<file path="src/rtl/tlb_pkg.sv">
package tlb_pkg;

  // Per-entry control flags reported alongside a match.
  typedef struct packed {
    logic wp;
    logic dirty;
  } tlb_ctl_t;

  // Index width that stays legal for a single-entry array.
  function automatic int idx_width(input int n);
    return (n > 1) ? $clog2(n) : 1;
  endfunction

endpackage

</file>
<file path="src/rtl/tlb_entry.sv">
module tlb_entry
  import tlb_pkg::*;
#(
  parameter int VPN_W = 6,
  parameter int PID_W = 3,
  parameter int PFN_W = 4
) (
  input  logic             clk,
  input  logic             rst_n,
  input  logic             flush,
  input  logic             wr_en,
  input  logic [VPN_W-1:0] wr_vpn,
  input  logic [PID_W-1:0] wr_pid,
  input  logic [PFN_W-1:0] wr_pfn,
  input  logic             wr_wp,
  input  logic             mark_dirty,
  input  logic [VPN_W-1:0] key_vpn,
  input  logic [PID_W-1:0] key_pid,
  output logic             match,
  output logic             valid_o,
  output logic [PFN_W-1:0] pfn_o,
  output tlb_ctl_t         ctl_o
);

  logic             valid_q, valid_d;
  logic [VPN_W-1:0] vpn_q, vpn_d;
  logic [PID_W-1:0] pid_q, pid_d;
  logic [PFN_W-1:0] pfn_q, pfn_d;
  tlb_ctl_t         ctl_q, ctl_d;
  logic             ld_en;

  // Priority: flush, then fill, then dirty marking.
  always_comb begin
    valid_d = valid_q;
    vpn_d   = vpn_q;
    pid_d   = pid_q;
    pfn_d   = pfn_q;
    ctl_d   = ctl_q;
    if (flush) begin
      valid_d = 1'b0;
    end else if (wr_en) begin
      valid_d     = 1'b1;
      vpn_d       = wr_vpn;
      pid_d       = wr_pid;
      pfn_d       = wr_pfn;
      ctl_d.wp    = wr_wp;
      ctl_d.dirty = 1'b0;
    end else if (mark_dirty) begin
      ctl_d.dirty = 1'b1;
    end
  end

  assign ld_en = flush | wr_en | mark_dirty;

  always_ff @(posedge clk or negedge rst_n) begin
    if (!rst_n) begin
      valid_q <= 1'b0;
      vpn_q   <= '0;
      pid_q   <= '0;
      pfn_q   <= '0;
      ctl_q   <= '0;
    end else if (ld_en) begin
      valid_q <= valid_d;
      vpn_q   <= vpn_d;
      pid_q   <= pid_d;
      pfn_q   <= pfn_d;
      ctl_q   <= ctl_d;
    end
  end

  assign match   = valid_q && (vpn_q == key_vpn) && (pid_q == key_pid);
  assign valid_o = valid_q;
  assign pfn_o   = pfn_q;
  assign ctl_o   = ctl_q;

endmodule

</file>
<file path="src/rtl/tlb_victim.sv">
module tlb_victim
  import tlb_pkg::*;
#(
  parameter int ENTRIES = 4
) (
  input  logic               clk,
  input  logic               rst_n,
  input  logic               fill_en,
  input  logic               flush,
  input  logic [ENTRIES-1:0] valid_vec,
  output logic [ENTRIES-1:0] sel_vec
);

  localparam int IDX_W = idx_width(ENTRIES);
  localparam logic [IDX_W-1:0] LAST = IDX_W'(ENTRIES - 1);

  logic [IDX_W-1:0] ptr_q, ptr_d;
  logic [IDX_W-1:0] free_idx, pick_idx;
  logic             any_free;
  logic             take;
  logic             ptr_en;

  // Lowest-numbered empty slot.
  always_comb begin
    free_idx = '0;
    any_free = 1'b0;
    for (int i = ENTRIES - 1; i >= 0; i--) begin
      if (!valid_vec[i]) begin
        free_idx = IDX_W'(i);
        any_free = 1'b1;
      end
    end
  end

  assign take     = fill_en && !flush;
  assign pick_idx = any_free ? free_idx : ptr_q;
  assign ptr_en   = take && !any_free;

  always_comb begin
    ptr_d = ptr_q;
    if (ptr_en) begin
      ptr_d = (ptr_q == LAST) ? '0 : ptr_q + 1'b1;
    end
  end

  always_ff @(posedge clk or negedge rst_n) begin
    if (!rst_n) begin
      ptr_q <= '0;
    end else if (ptr_en) begin
      ptr_q <= ptr_d;
    end
  end

  always_comb begin
    sel_vec = '0;
    for (int i = 0; i < ENTRIES; i++) begin
      sel_vec[i] = take && (pick_idx == IDX_W'(i));
    end
  end

endmodule

</file>
<file path="src/rtl/tlb_hit_mux.sv">
module tlb_hit_mux #(
  parameter int ENTRIES = 4,
  parameter int PFN_W   = 4
) (
  input  logic [ENTRIES-1:0]            match_vec,
  input  logic [ENTRIES-1:0][PFN_W-1:0] pfn_arr,
  input  logic [ENTRIES-1:0]            wp_vec,
  input  logic [ENTRIES-1:0]            dirty_vec,
  output logic                          any_match,
  output logic [PFN_W-1:0]              pfn,
  output logic                          wp,
  output logic                          dirty
);

  // AND-OR selection; entries are kept unique by the refill engine.
  always_comb begin
    pfn   = '0;
    wp    = 1'b0;
    dirty = 1'b0;
    for (int i = 0; i < ENTRIES; i++) begin
      pfn   = pfn | (pfn_arr[i] & {PFN_W{match_vec[i]}});
      wp    = wp | (wp_vec[i] & match_vec[i]);
      dirty = dirty | (dirty_vec[i] & match_vec[i]);
    end
  end

  assign any_match = |match_vec;

endmodule

</file>
<file path="src/rtl/tlb_xlate.sv">
module tlb_xlate
  import tlb_pkg::*;
#(
  parameter int VA_W      = 16,
  parameter int PA_W      = 14,
  parameter int PAGE_BITS = 10,
  parameter int PID_W     = 3,
  parameter int ENTRIES   = 4
) (
  input  logic                      clk,
  input  logic                      rst_n,
  input  logic                      lk_valid,
  input  logic                      lk_write,
  input  logic [VA_W-1:0]           lk_vaddr,
  input  logic [PID_W-1:0]          cur_pid,
  output logic                      hit,
  output logic                      miss,
  output logic                      prot_fault,
  output logic [PA_W-1:0]           paddr,
  output logic                      ctl_wp,
  output logic                      ctl_dirty,
  output logic [VA_W-PAGE_BITS-1:0] miss_vpn,
  input  logic                      fill_en,
  input  logic [VA_W-PAGE_BITS-1:0] fill_vpn,
  input  logic [PID_W-1:0]          fill_pid,
  input  logic [PA_W-PAGE_BITS-1:0] fill_pfn,
  input  logic                      fill_wp,
  input  logic                      flush
);

  localparam int VPN_W = VA_W - PAGE_BITS;
  localparam int PFN_W = PA_W - PAGE_BITS;

  // Reset synchronizer: asserts at once, releases on a clock edge.
  logic rst_s1, rst_sync_q;
  always_ff @(posedge clk or negedge rst_n) begin
    if (!rst_n) begin
      rst_s1     <= 1'b0;
      rst_sync_q <= 1'b0;
    end else begin
      rst_s1     <= 1'b1;
      rst_sync_q <= rst_s1;
    end
  end

  logic [VPN_W-1:0]              key_vpn;
  logic [PAGE_BITS-1:0]          offset;
  logic [ENTRIES-1:0]            match_vec, valid_vec, wp_vec, dirty_vec, sel_vec;
  logic [ENTRIES-1:0][PFN_W-1:0] pfn_arr;
  logic                          any_match, m_wp, m_dirty;
  logic [PFN_W-1:0]              m_pfn;
  logic                          do_fault;

  assign key_vpn = lk_vaddr[VA_W-1:PAGE_BITS];
  assign offset  = lk_vaddr[PAGE_BITS-1:0];

  tlb_victim #(.ENTRIES(ENTRIES)) u_victim (
    .clk       (clk),
    .rst_n     (rst_sync_q),
    .fill_en   (fill_en),
    .flush     (flush),
    .valid_vec (valid_vec),
    .sel_vec   (sel_vec)
  );

  for (genvar g = 0; g < ENTRIES; g++) begin : g_ent
    tlb_ctl_t ctl;
    logic     mark;
    assign mark = lk_valid && lk_write && match_vec[g] && !ctl.wp;

    tlb_entry #(.VPN_W(VPN_W), .PID_W(PID_W), .PFN_W(PFN_W)) u_ent (
      .clk        (clk),
      .rst_n      (rst_sync_q),
      .flush      (flush),
      .wr_en      (sel_vec[g]),
      .wr_vpn     (fill_vpn),
      .wr_pid     (fill_pid),
      .wr_pfn     (fill_pfn),
      .wr_wp      (fill_wp),
      .mark_dirty (mark),
      .key_vpn    (key_vpn),
      .key_pid    (cur_pid),
      .match      (match_vec[g]),
      .valid_o    (valid_vec[g]),
      .pfn_o      (pfn_arr[g]),
      .ctl_o      (ctl)
    );

    assign wp_vec[g]    = ctl.wp;
    assign dirty_vec[g] = ctl.dirty;
  end

  tlb_hit_mux #(.ENTRIES(ENTRIES), .PFN_W(PFN_W)) u_mux (
    .match_vec (match_vec),
    .pfn_arr   (pfn_arr),
    .wp_vec    (wp_vec),
    .dirty_vec (dirty_vec),
    .any_match (any_match),
    .pfn       (m_pfn),
    .wp        (m_wp),
    .dirty     (m_dirty)
  );

  assign do_fault   = lk_valid && any_match && lk_write && m_wp;
  assign hit        = lk_valid && any_match && !do_fault;
  assign prot_fault = do_fault;
  assign miss       = lk_valid && !any_match;
  assign paddr      = hit ? {m_pfn, offset} : '0;
  assign ctl_wp     = lk_valid && m_wp;
  assign ctl_dirty  = lk_valid && m_dirty;
  assign miss_vpn   = miss ? key_vpn : '0;

endmodule

</file>
<file path="config.mk">
export PLATFORM = sky130hd
export DESIGN_NAME = tlb_xlate
export DESIGN_NICKNAME = d
export VERILOG_FILES = /design/src/rtl/tlb_pkg.sv /design/src/rtl/tlb_entry.sv /design/src/rtl/tlb_victim.sv /design/src/rtl/tlb_hit_mux.sv /design/src/rtl/tlb_xlate.sv
export SDC_FILE = /design/constraint.sdc
export NUM_CORES = 1
export LEC_CHECK = 0
export ABC_AREA = 1
export CAP_MARGIN = 20
export CORE_MARGIN = 3
export CORE_UTILIZATION = 41
export CTS_BUF_LIST = sky130_fd_sc_hd__clkbuf_2
export DETAILED_ROUTE_END_ITERATION = 8
export GPL_TIMING_DRIVEN = 0
export SYNTH_ARGS = -nofsm -noshare
export SYNTH_HDL_FRONTEND = slang
export SYNTH_SLANG_ARGS = --single-unit
</file>
<file path="constraint.sdc">
create_clock -name clk -period 3 [get_ports clk]
set_clock_uncertainty 0.2 [all_clocks]
set_input_delay 0.45 -clock clk [delete_from_list [all_inputs] [get_ports clk]]
set_output_delay 0.45 -clock clk [all_outputs]
set_load 0.05 [all_outputs]
</file>
==> metrics, run 1 <==
outcome=finished, final reports clean; Leakage=between 2 and 2.5 nW; fin crit share=0.993; Cell Area, Placed=around 4400 um2; Die W=between 100 and 150 um; clock slew at reported path FFs=between 0.2 and 0.25 ns; crit path DAT=2.33 ns; DRT iter0 DRCs=around 170; Filler Cell Count=820; CTS Buffer Depth=2; Final Wtd Congestion=0.838; Buffers on Ports=62; DRC viols=0; layout cell share with drive strength beyond 1=0.207; global route overflow=0; Routed Antenna Nets=0; row count=33; setup violators final=0; worst slew pin tran=about 0.86 ns; Req. time, crit path=about 2.4 ns; Final Max Tran Viols=0; CTS Sinks=between 60 and 70; Yosys cell types=28; Final Non-Filler Cells=685; CTS tree=done; drt first pass iters=5; HP Class=flip-flop to flip-flop; post-synthesis sequential area ratio=0.464; WHS Path Cells=0; placed cells=656; post-synthesis area per instance=7.50 um2; Top-Level Pins=64; vias per std cell=about 4.8; die area=about 10,000 um2; chip height=slightly above 100 um; Startpoint Class=flip-flop; All-Layer GR Usage=0.215; relative slew slack=0.426; minimum clock period=~3.0 ns; Initial Util=0.434; worst-skew pair later-pin latency=0.52 ns; yosys warns=0; PD cells=547 nW/um2; final WL=10,200 um; Root Buffer=clkbuf_2; max_cap viols=0; Core Footprint=~8500 um2; CP Max Fanout=5; CP peak stage delay=between 0.4 and 0.5 ns; DP HPWL=around 7300 um; vias after detailed routing=3,302; utilization after layout=0.567; CTS Buf Count=9; fin area=between 4000 and 5000 um2; CP endpoint kind=output port; critical path class=flip-flop to output port; first-pass GRT wire length=around 17,000 um; Multi-input gate area=~1700 um2; crit path cell chain=nand2_1 > nand2_1 > nor2_1 > nand2_1 > nor2_4 > nand3_2 > nand2_1 > inv_1 > nand2_1 > nand2_2 > nand2_4 > buf_12 > nor2_4 > buf_8; vias in the first global route=3,219; largest net degree at the start of global routing=between 60 and 70; RSZ-0062 raised after global routing=yes; Syn Nets=529; initial antenna violation count=0; nets@finish=between 600 and 700; Layout area overhead=30.8%; fmax=between 300 and 400 MHz; Routed wire per std cell=between 10 and 15 um; Mapped Area=3670 um2; number of synthesized register bits=68; critical path's slowest cell=dfrtp_1; Mapped Cells=between 400 and 500; Antenna Cells=0; worst vdd ir=about 290 uV; setup TNS=0 ns; H-tree levels=3; FF/Latch Area=roughly 1700 um2; most frequent CP cell=nand2_1; flop2flop setup slack=between 0.7 and 0.8 ns; Fin. Hold Viols=0; Reg2Reg Depth=6
-- state kept, by name, indices dropped and copies added, names as in the netlist --
| signal | flops |
|---|---|
| g_ent.u_ent.ctl_o | 8 |
| g_ent.u_ent.vpn_q | 24 |
| u_victim.ptr_q | 2 |
| rst_sync_q | 1 |
| rst_s1 | 1 |
| g_ent.u_ent.pfn_o | 16 |
| g_ent.u_ent.valid_o | 4 |
| g_ent.u_ent.pid_q | 12 |
-- worst max-delay path, delay by kind of cell (launching register included) --
kind | cells | cell delay (ns)
buf+inv | 3 | 0.35
flops | 1 | 0.44
simple gates | 11 | 1.00
-- metal layers --
layer	track usage	vias to the layer above	share of wire
li1	-	1664	-
met1	0.317	1540	0.47
met2	0.328	87	0.46
met3	0.0436	11	0.055
met4	0.0466	0	0.0093
met5	0	-	0
-- power breakdown --
part / switching, mW / internal, mW / leakage [nW] / total [mW]
Sequential: 0.140 / 1.14 / 0.839 / 1.28
Combinational: 0.373 / 0.258 / 1.44 / 0.631
Clock: 0.349 / 0.364 / 0.0925 / 0.713
Total: 0.862 / 1.76 / 2.37 / 2.62
-- layout by cell type (no fill, tap or decap), types with 13 or more instances in the layout --
master / instances
nor2_4: 22
nor2_1: 26
buf_6: 13
clkdlybuf4s50_1: 29
inv_1: 64
o21ai_1: 13
inv_2: 15
dfrtp_1: 67
o21ai_0: 52
nand2_1: 155
-- final timing paths --
path                                               from                      end
worst min register to register                   rst_s1               rst_sync_q
worst min-delay path                             rst_s1               rst_sync_q
worst max-delay path            g_ent[2].u_ent.vpn_q[4]                paddr[12]
min in group asynchronous                    rst_sync_q  g_ent[2].u_ent.pid_q[0]
worst max register to register   g_ent[1].u_ent.valid_o  g_ent[2].u_ent.pid_q[1]
max in group asynchronous                    rst_sync_q  g_ent[2].u_ent.vpn_q[2]
-- cell usage after synthesis (all sizes together) --
cell	n	area share
a21oi	5	0.0068
buf	3	0.0082
clkbuf	7	0.0072
conb	1	0.0010
dfrtp	68	0.46
ha	1	0.0034
inv	81	0.083
nand2	167	0.18
nand3	11	0.015
nand4	2	0.0034
nor2	55	0.091
nor3	4	0.0055
nor4	1	0.0017
o211ai	2	0.0055
o21a	1	0.0020
o21ai	65	0.089
o22ai	3	0.0051
or2	4	0.0068
xnor2	8	0.019
-- through the flow --
step	power, mW	hold WS (ns)	setup WS, ns
after floorplan	1.67	-0.0456	0.328
after global placement	1.86	0.135	-0.839
after detailed placement	1.88	0.137	-0.820
after CTS	2.61	0.193	-0.00914
after global routing	2.80	0.201	-0.155
final	2.62	0.189	0.0219
-- repair_timing --
| item | 4_1_cts | 5_1_grt |
|---|---|---|
| endpoints found under the hold margin | 2 | 0 |
| hold buffers | 1 | 0 |
| setup endpoints to repair | 25 | 25 |
| gates cloned | 1 | 0 |
| pin swaps | 9 | 11 |
| setup buffers | 9 | 2 |
| gates resized for setup | 171 | 36 |
-- layout make-up --
class	instances	area share
multi-input combinational	330	0.353
clock inverter	6	0.0232
timing repair buffer	75	0.155
inverter	81	0.0646
buffer	10	0.0117
clock buffer	10	0.0104
tap	105	0.0274
sequential	68	0.355
-- cell families after synthesis --
kind of cell / after synthesis / share of synthesized area
xor+xnor: 8 / 0.0191
fa+ha+maj: 1 / 0.00341
flops: 68 / 0.464
compound gates: 76 / 0.108
other cells: 1 / 0.00102
buf+inv: 91 / 0.0982
simple gates: 244 / 0.307
Power figures use the tool's default switching activity.
==> inputs of run 2 (changes only) <==
--- a/config.mk
+++ b/config.mk
@@ -11,7 +11,9 @@
 export CORE_UTILIZATION = 41
 export CTS_BUF_LIST = sky130_fd_sc_hd__clkbuf_2
 export DETAILED_ROUTE_END_ITERATION = 8
+export DONT_BUFFER_PORTS = 1
 export GPL_TIMING_DRIVEN = 0
+export HOLD_SLACK_MARGIN = 0.12
 export SYNTH_ARGS = -nofsm -noshare
 export SYNTH_HDL_FRONTEND = slang
 export SYNTH_SLANG_ARGS = --single-unit
==> metrics, run 2 (synthesis results as in run 1) <==
die area=10,100 um2; Min Hold Slack=about 0.14 ns; Reg power frac=0.562; vias per std cell=just over 5; row count=33; commonest non-fill, non-tap cells in the layout=nand2_1, inv_1, dfrtp_1; min-delay src=lk_vaddr[12]; Switch Pwr=roughly 0.81 mW; Top-Level Pins=64; crit path DAT=roughly 2.3 ns; CTS Buf Count=9; utilization after layout=0.502; setup TNS=0 ns; Sw Share=0.355; DRT iter0 DRCs=210; crit path launch=g_ent[1].u_ent.vpn_q[5]; Routed wire per std cell=15.4 um; first-pass GRT wire length=around 16,000 um; fin area=between 4000 and 5000 um2; Top reg by flops=g_ent.u_ent.vpn_q; nets@finish=around 560; outcome=finished, final reports clean; final WL=9750 um; initial antenna violation count=0; CP endpoint kind=output port; Filler Cell Count=840; Routed Antenna Nets=0; vias after detailed routing=between 3,000 and 4,000; Buffers on Ports=0; Cell Area, Placed=3800 um2; Final Wtd Congestion=0.820; H-tree levels=3; PD cells=535 nW/um2; RR Startpoint=g_ent[1].u_ent.valid_o; minimum clock period=between 2 and 3 ns; clock slew at reported path FFs=between 0.15 and 0.2 ns; Startpoint Class=flip-flop; worst slew pin tran=just under 0.9 ns; relative slew slack=0.408; Fin. Hold Viols=0; setup violators final=0; Logic pwr share=0.248; RSZ-0062 raised after global routing=yes; CP Max Fanout=10; chip height=just over 100 um; layout cell share with drive strength beyond 1=0.159; global route overflow=0; DRC viols=0; Final Max Tran Viols=0; Root Buffer=clkbuf_2; clock power share=0.191; Core Footprint=approximately 8500 um2; Antenna Cells=0; Req. time, crit path=about 2.4 ns; critical path class=flip-flop to output port; HP Class=input port to flip-flop; drt first pass iters=5; CTS Buffer Depth=2; CTS tree=done; Layout area overhead=15.7%; Die W=between 100 and 150 um; max FFs per register=24; fmax=about 340 MHz; DP HPWL=a little over 7000 um; largest net degree at the start of global routing=67; All-Layer GR Usage=0.206; worst-skew pair later-pin latency=around 0.5 ns; commonest non-fill, non-tap cell in the layout=nand2_1; Initial Util=0.434; Pwr Total=2.27 mW; CTS Sinks=68; worst vdd ir=roughly 260 uV; fin crit share=0.992; Leakage=around 2.1 nW; Pint=1.47 mW; vias in the first global route=3,066; max_cap viols=0
run 2: changes by cell type in the layout (fill, tap and decap cells not counted), sizes merged, moves of 5 or more:
cell	change
clkdlybuf4s50	-29
dlygate4sd3	+18
dlygate4sd2	-8
buf	-27
clkbuf	-5
run 2: routing by layer:
layer / wire [um] / part of all wire / vias up / global-route usage
met1: 4520 / 0.46 / 1533 / 0.297
met5: 0 / 0 / - / 0
met3: 651 / 0.067 / 13 / 0.0408
li1: - / - / 1559 / -
met2: 4420 / 0.45 / 93 / 0.311
met4: 162 / 0.017 / 0 / 0.0674
run 2: what timing repair did:
action / in CTS / in global routing
resized for setup: 32 / 4
hold endpoints to repair: 67 / 0
gates cloned: 0 / 0
pin swaps: 8 / 5
buffers inserted: 2 / 1
hold buffers: 19 / 0
endpoints found under the setup margin: 24 / 25
run 2: worst paths after layout:
check,to,slack (ns),depth (start not counted)
max,paddr[4],0.02,11
min,g_ent[0].u_ent.ctl_o[0],0.14,5
max reg2reg,g_ent[2].u_ent.pfn_o[2],0.72,6
min reg2reg,rst_sync_q,0.18,0
max in group asynchronous,g_ent[1].u_ent.pid_q[2],1.75,0
min in group asynchronous,g_ent[2].u_ent.pid_q[0],0.23,0
run 2: worst max-delay path: stages (launching register included):
cell	delay, ns
dfrtp_1	0.43
or2_0	0.22
nand3_1	0.08
nor2_1	0.09
nand2_2	0.12
nand2_4	0.06
nor2_4	0.17
nor2_4	0.04
nand2_2	0.09
nand2_4	0.08
buf_12	0.16
nor2_4	0.29
run 2: cell type report:
| class | count | area (um2) | area share |
|---|---|---|---|
| Multi-Input combinational cell | 330 | 1740 | 0.411 |
| Sequential cell | 68 | 1710 | 0.402 |
| Inverter | 81 | 308 | 0.0725 |
| Timing Repair Buffer | 22 | 225 | 0.0531 |
| Tap cell | 105 | 131 | 0.0309 |
| Clock buffer | 12 | 60.1 | 0.0141 |
| Buffer | 10 | 56.3 | 0.0133 |
| Clock inverter | 4 | 16.3 | 0.00383 |
run 2: power by group through the flow:
stage | combinational, mW | sequential, mW | clock, mW
floorplan | 0.412 | 1.26 | 0
global placement | 0.494 | 1.29 | 0
detailed placement | 0.505 | 1.30 | 0
CTS | 0.558 | 1.28 | 0.438
global route | 0.660 | 1.31 | 0.476
finish | 0.563 | 1.28 | 0.433
run 2: stage by stage:
| step | worst slack [ns] | cells |
|---|---|---|
| 6_report | 0.0244 | 632 |
| 5_1_grt | -0.144 | 632 |
| 4_1_cts | -0.0442 | 631 |
| 3_5_place_dp | -0.0806 | 594 |
| 3_3_place_gp | -0.0709 | 594 |
| 2_1_floorplan | 0.328 | 489 |
==> inputs of run 3 (changes only) <==
--- a/config.mk
+++ b/config.mk
@@ -17,3 +17,4 @@
 export SYNTH_ARGS = -nofsm -noshare
 export SYNTH_HDL_FRONTEND = slang
 export SYNTH_SLANG_ARGS = --single-unit
+export TNS_END_PERCENT = 30
==> metrics, run 3 (synthesis results as in run 1) <==
Startpoint Class=flip-flop; chip height=just over 100 um; Root Buffer=clkbuf_2; CP top delay family=simple AND/OR/NAND/NOR gates; largest net degree at the start of global routing=67; Layout area overhead=16.7%; CTS Buf Count=9; CTS tree=done; HP Class=input port to flip-flop; commonest non-fill, non-tap cells in the layout=nand2_1, dfrtp_1, inv_1; initial antenna violation count=0; minimum clock period=roughly 3.0 ns; crit path DAT=2.40 ns; Buffers on Ports=0; max_cap viols=0; Filler Cell Count=828; CP Max Fanout=7; All-Layer GR Usage=0.206; Leakage=between 2 and 2.5 nW; max FFs per register=24; DRT iter0 DRCs=between 150 and 200; fin area=around 4300 um2; Routed Antenna Nets=0; global route overflow=0; crit path cell chain=or2_0 > nand3_1 > nor2_1 > nand2_2 > nand2_4 > nor2_4 > nor2_4 > nand2_2 > nand2_4 > buf_12 > nor2_4; worst-skew pair later-pin latency=~0.50 ns; crit path launch=g_ent[1].u_ent.vpn_q[5]; DRC viols=0; DP HPWL=between 7000 and 8000 um; WHS Path Cells=5; layout cell share with drive strength beyond 1=0.169; RR Startpoint=g_ent[1].u_ent.valid_o; Top reg by flops=g_ent.u_ent.vpn_q; Reg2Reg Depth=6; Final Max Tran Viols=0; worst vdd ir=259 uV; Pwr Total=~2.3 mW; Cell Area, Placed=around 3800 um2; commonest non-fill, non-tap cell in the layout=nand2_1; worst slew pin tran=between 0.8 and 0.9 ns; H-tree levels=3; Core Footprint=between 8000 and 9000 um2; Fin. Hold Viols=0; row count=33; Final WS setup=-0.0454 ns; fmax=between 300 and 400 MHz; Antenna Cells=0; drt first pass iters=4; RSZ-0062 raised after global routing=yes; Routed wire per std cell=around 16 um; vias in the first global route=just over 3,000; most frequent CP cell=nor2_4; buffers plus inverters on the worst setup path=1; fin crit share=1.02; relative slew slack=0.419; critical path class=flip-flop to output port; Die W=approximately 100 um; number of cells on the critical path=11; CP peak stage delay=between 0.4 and 0.5 ns; vias per std cell=a little over 5; FF/Latch Area=around 1700 um2; outcome=finished, violations left; clock slew at reported path FFs=0.17 ns; critical path's slowest cell=dfrtp_1; min-delay src=lk_vaddr[13]; PD cells=536 nW/um2; nets@finish=~570; first-pass GRT wire length=16,000 um; CP endpoint kind=output port; Final Wtd Congestion=0.820; CTS Buffer Depth=2; CTS Sinks=approximately 70; Req. time, crit path=roughly 2.4 ns; Final Non-Filler Cells=around 640; Top-Level Pins=between 60 and 70; failing checks=negative setup slack; vias after detailed routing=3,221; Multi-input gate area=between 1500 and 2000 um2; Initial Util=0.434; final WL=9890 um; setup violators final=15; die area=between 10,000 and 15,000 um2; placed cells=about 600
[run 3: metrics by stage]
| stage | setup slack, ns | hold WS [ns] | utilization | TNS, ns |
|---|---|---|---|---|
| after floorplan | 0.328 | -0.0456 | - | 0 |
| after global placement | -0.0709 | -0.0455 | 0.449 | -4.81 |
| after detailed placement | -0.0806 | -0.0455 | 0.450 | -0.528 |
| after CTS | -0.115 | 0.120 | 0.493 | -1.38 |
| after global routing | -0.182 | 0.191 | 0.506 | -2.71 |
| final | -0.0454 | 0.139 | 0.506 | -0.394 |
[run 3: routing by layer]
metal | vias up | global-route usage | wire (um)
met4 | 0 | 0.0663 | 149
li1 | 1575 | - | -
met2 | 89 | 0.313 | 4540
met1 | 1544 | 0.296 | 4620
met3 | 13 | 0.0388 | 577
met5 | - | 0 | 0
[run 3: worst paths after layout]
kind	end	slack (ns)
worst max-delay path	paddr[7]	-0.05
worst min-delay path	g_ent[0].u_ent.ctl_o[0]	0.14
worst max register to register	g_ent[2].u_ent.pfn_o[2]	0.80
worst min register to register	rst_sync_q	0.18
max in group asynchronous	g_ent[3].u_ent.ctl_o[1]	1.78
min in group asynchronous	g_ent[2].u_ent.pid_q[0]	0.26
[run 3: report_power, final]
part,total [mW],internal [mW],switching [mW]
Combinational,0.580,0.226,0.353
Sequential,1.28,1.14,0.139
Clock,0.436,0.111,0.326
[run 3: area by class of cell]
class,count,share of cell area
sequential,68,0.398
clock buffer,12,0.0140
inverter,81,0.0710
buffer,10,0.0132
multi-input combinational,330,0.404
clock inverter,4,0.00380
tap,105,0.0307
timing repair buffer,28,0.0649
[run 3: repair_timing]
action                                  4_1_cts  5_1_grt
resized for setup                            24       11
gates cloned                                  0        1
pin swaps                                     2       14
endpoints found under the setup margin       24       25
setup buffers                                 0        7
endpoints found under the hold margin        67        0
hold buffers                                 20        0
[run 3: worst reg2reg max path, stage by stage, from the launching register on]
cell	delay [ns]
dfrtp_1	0.45
nand2_1	0.11
nor3_1	0.20
inv_1	0.11
nor2_2	0.37
clkbuf_1	0.47
o21ai_0	0.16
